--- src/rtl/sdh_irq_pkg.sv ---
package sdh_irq_pkg;
    localparam int EV_CNT      = 9;
    localparam int EV_RESP_OK  = 0;
    localparam int EV_RESP_CRC = 1;
    localparam int EV_RESP_TMO = 2;
    localparam int EV_DAT_CRC  = 3;
    localparam int EV_DAT_TMO  = 4;
    localparam int EV_RX_FULL  = 5;
    localparam int EV_TX_EMPTY = 6;
    localparam int EV_XFER_OK  = 7;
    localparam int EV_DMA_DONE = 8;

    typedef enum logic [1:0] {
        ERR_NONE = 2'd0,
        ERR_IO   = 2'd1,
        ERR_CRC  = 2'd2,
        ERR_TMO  = 2'd3
    } err_t;

    typedef enum logic [1:0] {
        ST_IDLE   = 2'd0,
        ST_ACTIVE = 2'd1,
        ST_REPORT = 2'd2
    } seq_st_t;

    typedef struct packed {
        err_t cmd;
        err_t dat;
        logic full_rst;
        logic fifo_rst;
    } verdict_t;
endpackage

--- src/rtl/sdh_evt_latch.sv ---
module sdh_evt_latch #(
    parameter int W = 9
) (
    input  logic         clk,
    input  logic         rst_n,
    input  logic [W-1:0] set_i,
    input  logic [W-1:0] w1c_i,
    input  logic         clr_all_i,
    output logic [W-1:0] sta_o
);
    logic [W-1:0] sta_q;
    logic [W-1:0] kept;

    // a new event always wins over any clear in the same cycle
    always_comb kept = clr_all_i ? '0 : (sta_q & ~w1c_i);

    always_ff @(posedge clk or negedge rst_n) begin
        if (!rst_n) sta_q <= '0;
        else        sta_q <= kept | set_i;
    end

    assign sta_o = sta_q;
endmodule

--- src/rtl/sdh_err_classify.sv ---
module sdh_err_classify
    import sdh_irq_pkg::*;
#(
    parameter int W = EV_CNT
) (
    input  logic [W-1:0] sta_i,
    input  logic         has_data_i,
    output verdict_t     verdict_o
);
    always_comb begin
        verdict_o = '{cmd: ERR_NONE, dat: ERR_NONE, full_rst: 1'b0, fifo_rst: 1'b0};
        if (sta_i[EV_RX_FULL] || sta_i[EV_TX_EMPTY]) verdict_o.cmd = ERR_IO;
        else if (sta_i[EV_RESP_CRC])                 verdict_o.cmd = ERR_CRC;
        else if (sta_i[EV_RESP_TMO])                 verdict_o.cmd = ERR_TMO;
        if (has_data_i) begin
            if (sta_i[EV_DAT_CRC])      verdict_o.dat = ERR_CRC;
            else if (sta_i[EV_DAT_TMO]) verdict_o.dat = ERR_TMO;
        end
        verdict_o.full_rst = (verdict_o.cmd == ERR_IO) || (verdict_o.cmd == ERR_TMO);
        verdict_o.fifo_rst = has_data_i && !verdict_o.full_rst;
    end
endmodule

--- src/rtl/sdh_irq_seq.sv ---
module sdh_irq_seq
    import sdh_irq_pkg::*;
(
    input  logic     clk,
    input  logic     rst_n,
    input  logic     cmd_go_i,
    input  logic     cmd_data_i,
    input  logic     xfer_done_i,
    input  verdict_t verdict_i,
    output logic     has_data_o,
    output logic     rpt_vld_o,
    output logic     clr_all_o,
    output verdict_t verdict_o
);
    seq_st_t  state_q, state_d;
    logic     data_q;
    verdict_t held_q;

    always_comb begin
        state_d = state_q;
        unique case (state_q)
            ST_IDLE:   if (cmd_go_i)    state_d = ST_ACTIVE;   // launch
            ST_ACTIVE: if (xfer_done_i) state_d = ST_REPORT;   // finish
            ST_REPORT:                  state_d = ST_IDLE;     // retire
            default:                    state_d = ST_IDLE;
        endcase
    end

    always_ff @(posedge clk or negedge rst_n) begin
        if (!rst_n) state_q <= ST_IDLE;
        else        state_q <= state_d;
    end

    always_ff @(posedge clk or negedge rst_n) begin
        if (!rst_n) begin
            data_q <= 1'b0;
            held_q <= '{cmd: ERR_NONE, dat: ERR_NONE, full_rst: 1'b0, fifo_rst: 1'b0};
        end else begin
            if (state_q == ST_IDLE && cmd_go_i)       data_q <= cmd_data_i;
            if (state_q == ST_ACTIVE && xfer_done_i)  held_q <= verdict_i;
        end
    end

    always_comb begin
        rpt_vld_o  = 1'b0;
        clr_all_o  = 1'b0;
        has_data_o = data_q;
        verdict_o  = held_q;
        unique case (state_q)
            ST_IDLE:   ;
            ST_ACTIVE: ;
            ST_REPORT: begin
                rpt_vld_o = 1'b1;
                clr_all_o = 1'b1;
            end
            default:   ;
        endcase
        if (!rpt_vld_o) begin
            verdict_o.full_rst = 1'b0;
            verdict_o.fifo_rst = 1'b0;
        end
    end
endmodule

--- src/rtl/sdh_irq_ctrl.sv ---
module sdh_irq_ctrl
    import sdh_irq_pkg::*;
#(
    parameter int N_EVT = EV_CNT
) (
    input  logic             clk,
    input  logic             rst_n,
    input  logic [N_EVT-1:0] evt_i,
    input  logic             reg_wr_i,
    input  logic             reg_sel_i,
    input  logic [N_EVT-1:0] reg_wdata_i,
    output logic [N_EVT-1:0] reg_rdata_o,
    input  logic             cmd_go_i,
    input  logic             cmd_data_i,
    input  logic             xfer_done_i,
    output logic             irq_o,
    output logic             rpt_vld_o,
    output logic [1:0]       cmd_err_o,
    output logic [1:0]       dat_err_o,
    output logic             full_rst_o,
    output logic             fifo_rst_o
);
    logic [N_EVT-1:0] en_q;
    logic [N_EVT-1:0] sta;
    logic [N_EVT-1:0] w1c;
    logic             clr_all;
    logic             has_data;
    verdict_t         verdict_now;
    verdict_t         verdict_out;

    assign w1c = (reg_wr_i && reg_sel_i) ? reg_wdata_i : '0;

    always_ff @(posedge clk or negedge rst_n) begin
        if (!rst_n)                      en_q <= '0;
        else if (clr_all)                en_q <= '0;
        else if (reg_wr_i && !reg_sel_i) en_q <= reg_wdata_i;
    end

    sdh_evt_latch #(.W(N_EVT)) u_latch (
        .clk      (clk),
        .rst_n    (rst_n),
        .set_i    (evt_i),
        .w1c_i    (w1c),
        .clr_all_i(clr_all),
        .sta_o    (sta)
    );

    sdh_err_classify #(.W(N_EVT)) u_class (
        .sta_i     (sta),
        .has_data_i(has_data),
        .verdict_o (verdict_now)
    );

    sdh_irq_seq u_seq (
        .clk        (clk),
        .rst_n      (rst_n),
        .cmd_go_i   (cmd_go_i),
        .cmd_data_i (cmd_data_i),
        .xfer_done_i(xfer_done_i),
        .verdict_i  (verdict_now),
        .has_data_o (has_data),
        .rpt_vld_o  (rpt_vld_o),
        .clr_all_o  (clr_all),
        .verdict_o  (verdict_out)
    );

    assign irq_o       = |(en_q & sta);
    assign reg_rdata_o = reg_sel_i ? sta : en_q;
    assign cmd_err_o   = verdict_out.cmd;
    assign dat_err_o   = verdict_out.dat;
    assign full_rst_o  = verdict_out.full_rst;
    assign fifo_rst_o  = verdict_out.fifo_rst;
endmodule

--- config.mk ---
export PLATFORM = sky130hd
export DESIGN_NAME = sdh_irq_ctrl
export DESIGN_NICKNAME = d
export VERILOG_FILES = /design/src/rtl/sdh_irq_pkg.sv /design/src/rtl/sdh_evt_latch.sv /design/src/rtl/sdh_err_classify.sv /design/src/rtl/sdh_irq_seq.sv /design/src/rtl/sdh_irq_ctrl.sv
export SDC_FILE = /design/constraint.sdc
export NUM_CORES = 1
export LEC_CHECK = 0
export BUFFER_PORTS_ARGS = -buffer_cell sky130_fd_sc_hd__buf_2
export CORE_ASPECT_RATIO = 1.4
export CORE_MARGIN = 5
export CORE_UTILIZATION = 45
export DETAILED_ROUTE_END_ITERATION = 8
export PLACE_DENSITY = 0.75
export SETUP_SLACK_MARGIN = 0.5
export SLEW_MARGIN = 20
export SYNTH_ARGS = -nofsm -noshare
export SYNTH_HDL_FRONTEND = slang
export SYNTH_SLANG_ARGS = --single-unit
--- constraint.sdc ---
create_clock -name clk -period 1.1 [get_ports clk]
set_input_delay 0.11 -clock clk [delete_from_list [all_inputs] [get_ports clk]]
set_output_delay 0.11 -clock clk [all_outputs]
set_load 0.01 [all_outputs]
### After elaboration in Yosys (flattened, before gate mapping)

Cells that the tools add are included.

| operators by class | value |
|---|---|
| bitwise logic cells | 4 |
| reduce and logical (&&, ||, !) cells | 13 |
| multiplexer cells | 16 |
| eq/ne operators | 6 |

Operators with widths:

| operator | number |
|---|---|
| two-way mux 9 bit | 5 |
| AND 9 bit | 2 |
| two-way mux 2 bit | 9 |
| inverter 9 bit | 1 |
| OR 9 bit | 1 |
| OR reduction 9 bit | 1 |
| logical AND 1 bit | 5 |
| == test 2 x 1 -> 1 bit (second input constant) | 2 |
| == test 2 bit (second input constant) | 2 |
| != test 2 bit (second input constant) | 2 |
| one-hot mux 2 bit (2 select lines) | 1 |
| zero test 1 bit | 2 |
| zero test 2 bit | 1 |
| logical OR 1 bit | 2 |
| AND reduction 2 bit | 1 |
| nonzero test 2 bit | 1 |
| two-way mux 1 bit | 1 |

| word-level totals | value |
|---|---|
| input bits | 25 |
| word-level logic and storage cells | 47 |
| register bits after elaboration | 27 |
| output and inout port bits | 17 |

### Longest topological paths before layout

Gate-level depths: netlist of run 1.

| logic depth | value |
|---|---|
| depth in word-level cells | 7 |
| mapped depth | 5 |
| gate-level depth less buffers | 3 |

### By module

From an unflattened synthesis of run 1, not the netlist that was laid out.

| unflattened totals | value |
|---|---|
| cells, all modules | 133 |
| area total of the unflattened synthesis | 1410.1 sq um |

By module, submodules not included:

| module | cells an instance | times used | sequential area each (sq um) | area an instance (sq um) |
|---|---|---|---|---|
| sdh_irq_ctrl | 67 | 1 | 225.2 | 584.3 |
| sdh_irq_seq | 30 | 1 | 225.2 | 411.6 |
| sdh_evt_latch | 28 | 1 | 225.2 | 357.8 |
| sdh_err_classify | 8 | 1 | 0.0 | 56.3 |

### Worst setup path after synthesis of run 1

No wires, ideal clock.

| timing | value |
|---|---|
| path type | register -> register |
| start point | register u_seq.state_q[0] |
| end point | register u_seq.data_q (netlist: u_seq.has_data_o) |
| cell stages (with the launch flop) | 4 |
| data required time | 975 ps |
| path buffers | 0 |
| slack | 10 ps |
| data arrival time | 965 ps |
| library setup time | 125 ps |
| period minus slack after synthesis | 1090 ps |
| path through | dfrtp_1 -> nand2b_1 -> nor2_1 -> mux2_2 |

| between the ends | value |
|---|---|
| word-level cells in the longest chain between the ends | 2 |

RTL lines:

| element | line | source |
|---|---|---|
| from (decl) | sdh_irq_seq.sv:15 | `seq_st_t state_q, state_d;` |
| from (signal assigned) | sdh_irq_seq.sv:31 | `else state_q <= state_d;` |
| zero test 2 bit | sdh_irq_seq.sv:39 | `if (state_q == ST_IDLE && cmd_go_i) data_q <= cmd_data_i;` |
| logical AND 1 bit | sdh_irq_seq.sv:39 |  |
| to (signal assigned) | sdh_irq_seq.sv:39 |  |
| to (decl) | sdh_irq_seq.sv:16 | `logic data_q;` |

No other way between the ends.
A chain may end at the register's enable or synchronous reset.

### Final worst setup path of run 1

| timing | value |
|---|---|
| start point | register u_latch.sta_q[5] (netlist: u_latch.sta_o[5]) |
| end point | output irq_o |

| between the ends | value |
|---|---|
| word-level cells in the longest chain between the ends | 2 |

RTL lines:

| element | line | source |
|---|---|---|
| from (decl) | sdh_evt_latch.sv:11 | `logic [W-1:0] sta_q;` |
| from (signal assigned) | sdh_evt_latch.sv:19 | `else sta_q <= kept \| set_i;` |
| AND 9 bit | sdh_irq_ctrl.sv:67 | `assign irq_o = \|(en_q & sta);` |
| OR reduction 9 bit | sdh_irq_ctrl.sv:67 |  |
| to (decl) | sdh_irq_ctrl.sv:16 | `output logic irq_o,` |

No other way between the ends.

==> results of run 1 <==
## cell usage after synthesis, drive strengths merged
cell type / count / area (um2)
inv: 3 / 13.8
nor2: 2 / 7.51
nand3b: 1 / 20.0
o31ai: 1 / 7.51
nand3: 1 / 5.00
or2b: 1 / 7.51
a31o: 10 / 87.6
clkbuf: 1 / 5.00
dfrtp: 26 / 651
and2b: 1 / 7.51
o21ai: 3 / 15.0
nand2b: 3 / 18.8
a22oi: 1 / 7.51
a222oi: 1 / 10.0
mux2: 10 / 113
o41ai: 1 / 8.76
a21oi: 10 / 83.8
and2: 4 / 27.5
buf: 9 / 87.6
a22o: 1 / 8.76
a221oi: 1 / 8.76
a211oi: 1 / 7.51
nand2: 32 / 120
## timing repair
| item | CTS | global route |
|---|---|---|
| endpoints found under the hold margin | 26 | 26 |
| cloned | 1 | 0 |
| gates resized for setup | 47 | 8 |
| pin swaps | 7 | 8 |
| endpoints found under the setup margin | 43 | 43 |
| setup buffers | 17 | 9 |
## per-layer routing
layer,up-vias,wire length (um),share of wire
met5,-,0,0
met4,0,86,0.021
met3,8,192,0.046
met2,43,2270,0.55
met1,605,1610,0.39
li1,584,-,-
## cells by family after synthesis
kind of cell	count (synthesis)	synth area share
buffers and inverters	13	0.0800
AND/OR/NAND/NOR	45	0.161
multiplexers	10	0.0847
AO/OA/AOI/OAI	30	0.185
flip-flops	26	0.490
## sequential cells by signal, indices dropped and copies added (netlist names)
signal            count
u_seq.held_q          1
u_latch.sta_o         9
u_seq.verdict_o       4
en_q                  9
u_seq.has_data_o      1
u_seq.state_q         2
## power by group
group	internal, mW	total, mW	switching [mW]
clock	0.320	0.609	0.290
combinational	1.07	1.73	0.661
sequential	1.15	1.32	0.178
total	2.53	3.66	1.13
## critical path, delay by kind of cell (launching register included)
kind | cells | cell delay [ps]
and+or+nand+nor | 1 | 110
buffers and inverters | 1 | 160
DFF | 1 | 390
AOI/OAI and AO/OA | 2 | 420
## worst max-delay path by stage
stage | startpoint | to | slack (ps) | cells after the start
4_1_cts | en_q[5] | irq_o | -340 | 4
2_1_floorplan | u_seq.state_q[1] | u_seq.held_q[0] | 30 | 3
3_5_place_dp | u_seq.state_q[0] | u_latch.sta_o[7] | -60 | 3
5_1_grt | u_latch.sta_o[5] | irq_o | -410 | 4
3_3_place_gp | en_q[5] | irq_o | -40 | 4
6_report | u_latch.sta_o[5] | irq_o | -360 | 4
## final cells by class
class	count	area share
timing repair buffer	85	0.345
multi-input combinational	85	0.314
sequential	26	0.289
clock buffer	4	0.0244
tap	37	0.0205
inverter	3	0.00611
## per-stage QoR
stage,cells,setup slack [ps],area [um2]
6_report,240,-359,2250
5_1_grt,240,-414,2250
4_1_cts,231,-344,2150
3_5_place_dp,209,-63.6,1720
3_3_place_gp,209,-39.1,1720
2_1_floorplan,124,30.1,1400
==> results.md, run 1 <==
- RSZ-0062 raised after global routing: true
- Die width: about 56 um
- Minimum clock period: ~1500 ps
- Capturing point of the worst reg2reg path: u_latch.sta_o[6]
- GR peak layer: met2
- Crit path max fanout: 2
- Met3 GRT Util: 0.0243
- CP Class: reg -> out
- Power Total: ~3.7 mW
- VDD IR max: ~1300 uV
- Nets: about 230
- P_leak: roughly 1.1 nW
- Met1 Resource Use GR: 0.217
- CTS Root Cell: clkbuf_8
- R2r setup slk: -170 ps
- R2R Path Start: u_seq.state_q[0]
- CTS Sinks: 26
- Routed Wire Length: 4150 um
- Worst Slack Setup Final: -359 ps
- Initial core utilization: 0.466
- FP Rows: 23
- Mapped Area: approximately 1300 um2
- Status: complete, but fails checks
- Final Hold Vio Count: 26
- GRT Util Overall: 0.201
- Fill cells: ~180
- Worst hold slack: -165 ps
- Total global routing overflow: 0
- Final Setup Violations: 35
- Synthesized netlist cell count: between 100 and 150
- Core footprint: about 2800 um2
- YS warnings: 0
- H-tree levels: 1
- HPWL Detailed: ~2500 um
- Routed len/inst: 17.3 um
- Starting DRT DRC Count: 31
- Final TNS setup: -4610 ps
- Worst path arrival time: 1350 ps
- Largest net degree at the start of global routing: 27
- Cell variety after synth: 29
- Layout cells sized above 1: 0.631
- Synth Register Bits: 26
- Syn nets: around 150
- Layout overhead on the synthesized area: 69.6%
- Seq/Total Area, Yosys: 0.490
- Final core utilization: 0.791
- Slew @ Worst Pin: 590 ps
- Met2 Use GR: 0.407
- Worst setup SP type: flip-flop
- Worst-path cell chain: a22o_1 -> a221oi_2 -> nand3_1 -> buf_2
- Most frequent cells in the layout: buf_6 (32), nand2_1 (28), buf_2 (28)
- CP Capture Type: output pin
- Die height: ~74 um
- Via-to-Cell Ratio: around 5.2
- Top-level port count: 42
- Failing checks: negative hold slack, negative setup slack
- Final ANT Viol Nets: 0
- CP max stage delay: a little under 400 ps
- Min-delay worst type: in -> async
- MaxCap Viol Count: 0
- Tcrit/Tclk final: 1.33
- Die ar.: 4150 um2
- Antenna cells: 0
- Register area: 652 um2
- Crit path max-delay cell type: dfrtp_1
- Slew Viols, Final: 0
- PortBufs: slightly above 40
- DRC viols: 0
- Multi-input logic area: approximately 710 um2
- Max Clock Skew: about 1.1 ps
- First-pass GRT wire length: 6440 um
- Worst skew pair latency: roughly 270 ps
- Maximum clock insertion buffer count: 2
- CTS tree: done
- Pre-Repair DR Iteration Count: 5
- Worst path required time: 990 ps
- Commonest non-fill, non-tap cell in the layout: buf_6
- Reg clk slew, reported paths: 90 ps
- Slew Limit Headroom: 0.607
- Inserted Clock Buffers: 3
- Vias in the first global route: 1397
- Post-Syn Area per Cell: ~11 um2
- Power density cells: 1620 nW/um2
- Initial antenna violation count: 0
- DR vias: between 1000 and 1500
- R2R depth: 5
- Peak Freq: between 600 and 700 MHz
- Gpl congestion: 0.809
Power figures use the tool's default switching activity.
==> run 2: changes to the inputs <==
--- a/config.mk
+++ b/config.mk
@@ -7,10 +7,10 @@
 export LEC_CHECK = 0
 export BUFFER_PORTS_ARGS = -buffer_cell sky130_fd_sc_hd__buf_2
 export CORE_ASPECT_RATIO = 1.4
-export CORE_MARGIN = 5
-export CORE_UTILIZATION = 45
+export CORE_MARGIN = 2
+export CORE_UTILIZATION = 50
 export DETAILED_ROUTE_END_ITERATION = 8
-export PLACE_DENSITY = 0.75
+export PLACE_DENSITY = 0.78
 export SETUP_SLACK_MARGIN = 0.5
 export SLEW_MARGIN = 20
 export SYNTH_ARGS = -nofsm -noshare
==> constraint.sdc (replaced) <==
create_clock -name clk -period 1.4 [get_ports clk]
set_input_delay 0.14 -clock clk [delete_from_list [all_inputs] [get_ports clk]]
set_output_delay 0.14 -clock clk [all_outputs]
set_load 0.01 [all_outputs]
==> run 2 against run 1 <==
- non-clock buffer count is 2 lower
- power is 24% lower
- routed wire length is 15% higher
- combinational power is 23% lower
- sequential power is 20% lower
- largest cell class unchanged
- die area is 26% lower
- clock skew is 14 ps higher
- critical endpoint unchanged
- sequential share of layout area is 0.50 points higher
- the run ends with negative setup slack left
- clock-buffer cell count stayed put
- sequential cell count stayed put
- first-iteration DRC count is 65% higher
==> results.md, run 2 (same netlist as run 1, synthesis figures left out) <==
- Status: complete, but fails checks (unchanged)
- Failing checks: negative setup slack (was negative hold slack, negative setup slack)
- Layout cells sized above 1: 0.587 (was 0.631)
- Gpl congestion: 0.798 (was 0.809)
- Slew Limit Headroom: 0.601 (was 0.607)
- CTS tree: done (unchanged)
- Final Hold Vio Count: 0 (was 26)
- Slew Viols, Final: 0 (unchanged)
- Peak Freq: roughly 560 MHz
- Most frequent cells in the layout: buf_6 (30), nand2_1 (28), buf_2 (28) (was buf_6 (32), nand2_1 (28), buf_2 (28))
- CP Class: reg -> out (unchanged)
- Slew @ Worst Pin: 598 ps (was 590 ps)
- Inserted Clock Buffers: 3 (unchanged)
- Worst path required time: 1260 ps (was 990 ps)
- Starting DRT DRC Count: 51 (was 31)
- Final Setup Violations: 5 (was 35)
- Layout overhead on the synthesized area: 66.4% (was 69.6%)
- DRC viols: 0 (unchanged)
- Worst path arrival time: 1630 ps (was 1350 ps)
- CTS Sinks: 26 (unchanged)
- Worst Slack Setup Final: -373 ps (was -359 ps)
- Nets: 227 (was 229)
- Initial core utilization: 0.514 (was 0.466)
- Worst skew pair latency: 330 ps (was 270 ps)
- Routed Wire Length: 4780 um (was 4150 um)
- Max Clock Skew: 15.1 ps (was 1.07 ps)
- FP Rows: 22 (was 23)
- Top-level port count: 42 (unchanged)
- HPWL Detailed: 2110 um (was 2460 um)
- Pre-CTS setup slack: 154 ps (was -63.6 ps)
- Worst setup SP type: flip-flop (unchanged)
- Maximum clock insertion buffer count: 2 (unchanged)
- Initial antenna violation count: 0 (unchanged)
- Core footprint: 2590 um2 (was 2850 um2)
- Pre-Repair DR Iteration Count: 5 (unchanged)
- CTS Root Cell: clkbuf_4 (was clkbuf_8)
- Tcrit/Tclk final: 1.27
- Power density cells: 1250 nW/um2 (was 1620 nW/um2)
- MaxCap Viol Count: 0 (unchanged)
- Vias in the first global route: 1291 (was 1397)
- Minimum clock period: ~1800 ps
- Crit path max fanout: 2 (unchanged)
- PortBufs: 41 (unchanged)
- Reg clk slew, reported paths: 160 ps (was 90 ps)
- H-tree levels: 1 (unchanged)
- RSZ-0062 raised after global routing: true (unchanged)
- Die ar.: 3090 um2 (was 4150 um2)
- Total global routing overflow: 0 (unchanged)
- Die width: 47.6 um (was 55.9 um)
- Routed len/inst: 20.1 um (was 17.3 um)
- Via-to-Cell Ratio: 5.52 (was 5.17)
- DR vias: 1309 (was 1240)
- Final core utilization: 0.854 (was 0.791)
- First-pass GRT wire length: 6010 um (was 6440 um)
- Die height: 65.0 um (was 74.3 um)
- Antenna cells: 0 (unchanged)
- P_leak: 1.08 nW (was 1.11 nW)
- Final ANT Viol Nets: 0 (unchanged)
- Min-delay worst type: in -> reg (was in -> async)
- CP Capture Type: output pin (unchanged)
- Commonest non-fill, non-tap cell in the layout: buf_6 (unchanged)
- VDD IR max: 869 uV (was 1290 uV)
- GRT Util Overall: 0.273 (was 0.201)
- Largest net degree at the start of global routing: 27 (unchanged)
==> run 2: changes by cell type in the layout (fill, tap and decap cells not counted), moves of 2 or more <==
cell | previous run | this run
dlygate4sd3_1 | 0 | 9
clkbuf_4 | 0 | 3
buf_6 | 32 | 30
clkbuf_8 | 4 | 1
buf_4 | 18 | 12
buf_12 | 5 | 1
==> run 2: path summary, 6_finish.rpt <==
kind,from,end,slack (ps),depth (start not counted)
worst max-delay path,u_latch.sta_o[5],irq_o,-370,4
worst min-delay path,evt_i[0],u_latch.sta_o[0],8,2
worst max register to register,u_latch.sta_o[5],u_seq.verdict_o[5],-10,5
worst min register to register,u_latch.sta_o[7],u_latch.sta_o[7],570,1
max in group asynchronous,rst_n,en_q[8],670,2
min in group asynchronous,rst_n,u_seq.has_data_o,320,2
==> run 2: cell type report <==
class / instances / area [um2]
repair buffers: 83 / 733
inverters: 3 / 13.8
fillers: 141 / 377
flip-flops and latches: 26 / 651
clock buffers: 4 / 36.3
well taps: 36 / 45.0
multi-input cells: 85 / 732
==> run 2: metal layers <==
metal / vias up / GRT usage / routed length [um] / part of all wire
met5: - / 0 / 0 / 0
met4: 0 / 0.0878 / 208 / 0.044
met3: 18 / 0.0306 / 287 / 0.060
met2: 66 / 0.492 / 2570 / 0.54
met1: 641 / 0.319 / 1710 / 0.36
li1: 584 / - / - / -
==> run 2: critical path, cell delays in order (launching register included) <==
cell	delay (ps)
dfrtp_1	430
a22o_1	250
a221oi_2	260
nand3_1	170
buf_2	190
==> run 2: report_power, final <==
part           internal, mW  total, mW  leakage (nW)  switching [mW]
Sequential            0.899       1.05         0.306           0.150
Combinational         0.761       1.33         0.751           0.569
Clock                 0.159      0.393        0.0210           0.234
Total                  1.82       2.77          1.08           0.953
==> run 2: what timing repair did <==
item,4_1_cts,5_1_grt
cloned,0,1
pin swaps,7,9
setup buffers,20,9
hold buffers,8,1
endpoints found under the setup margin,42,43
resized for setup,50,18
endpoints found under the hold margin,33,1
==> run 2: metrics by stage <==
stage / area (um2) / TNS, ps / hold slack [ps] / instances / total power [mW]
2_1_floorplan: 1350 / 0 / -156 / 124 / 1.51
3_3_place_gp: 1530 / 0 / 168 / 194 / 1.66
3_5_place_dp: 1530 / 0 / 170 / 194 / 1.68
4_1_cts: 2020 / -311 / 0.172 / 226 / 2.46
5_1_grt: 2210 / -887 / 16.0 / 237 / 2.88
6_report: 2210 / -658 / 7.83 / 237 / 2.77
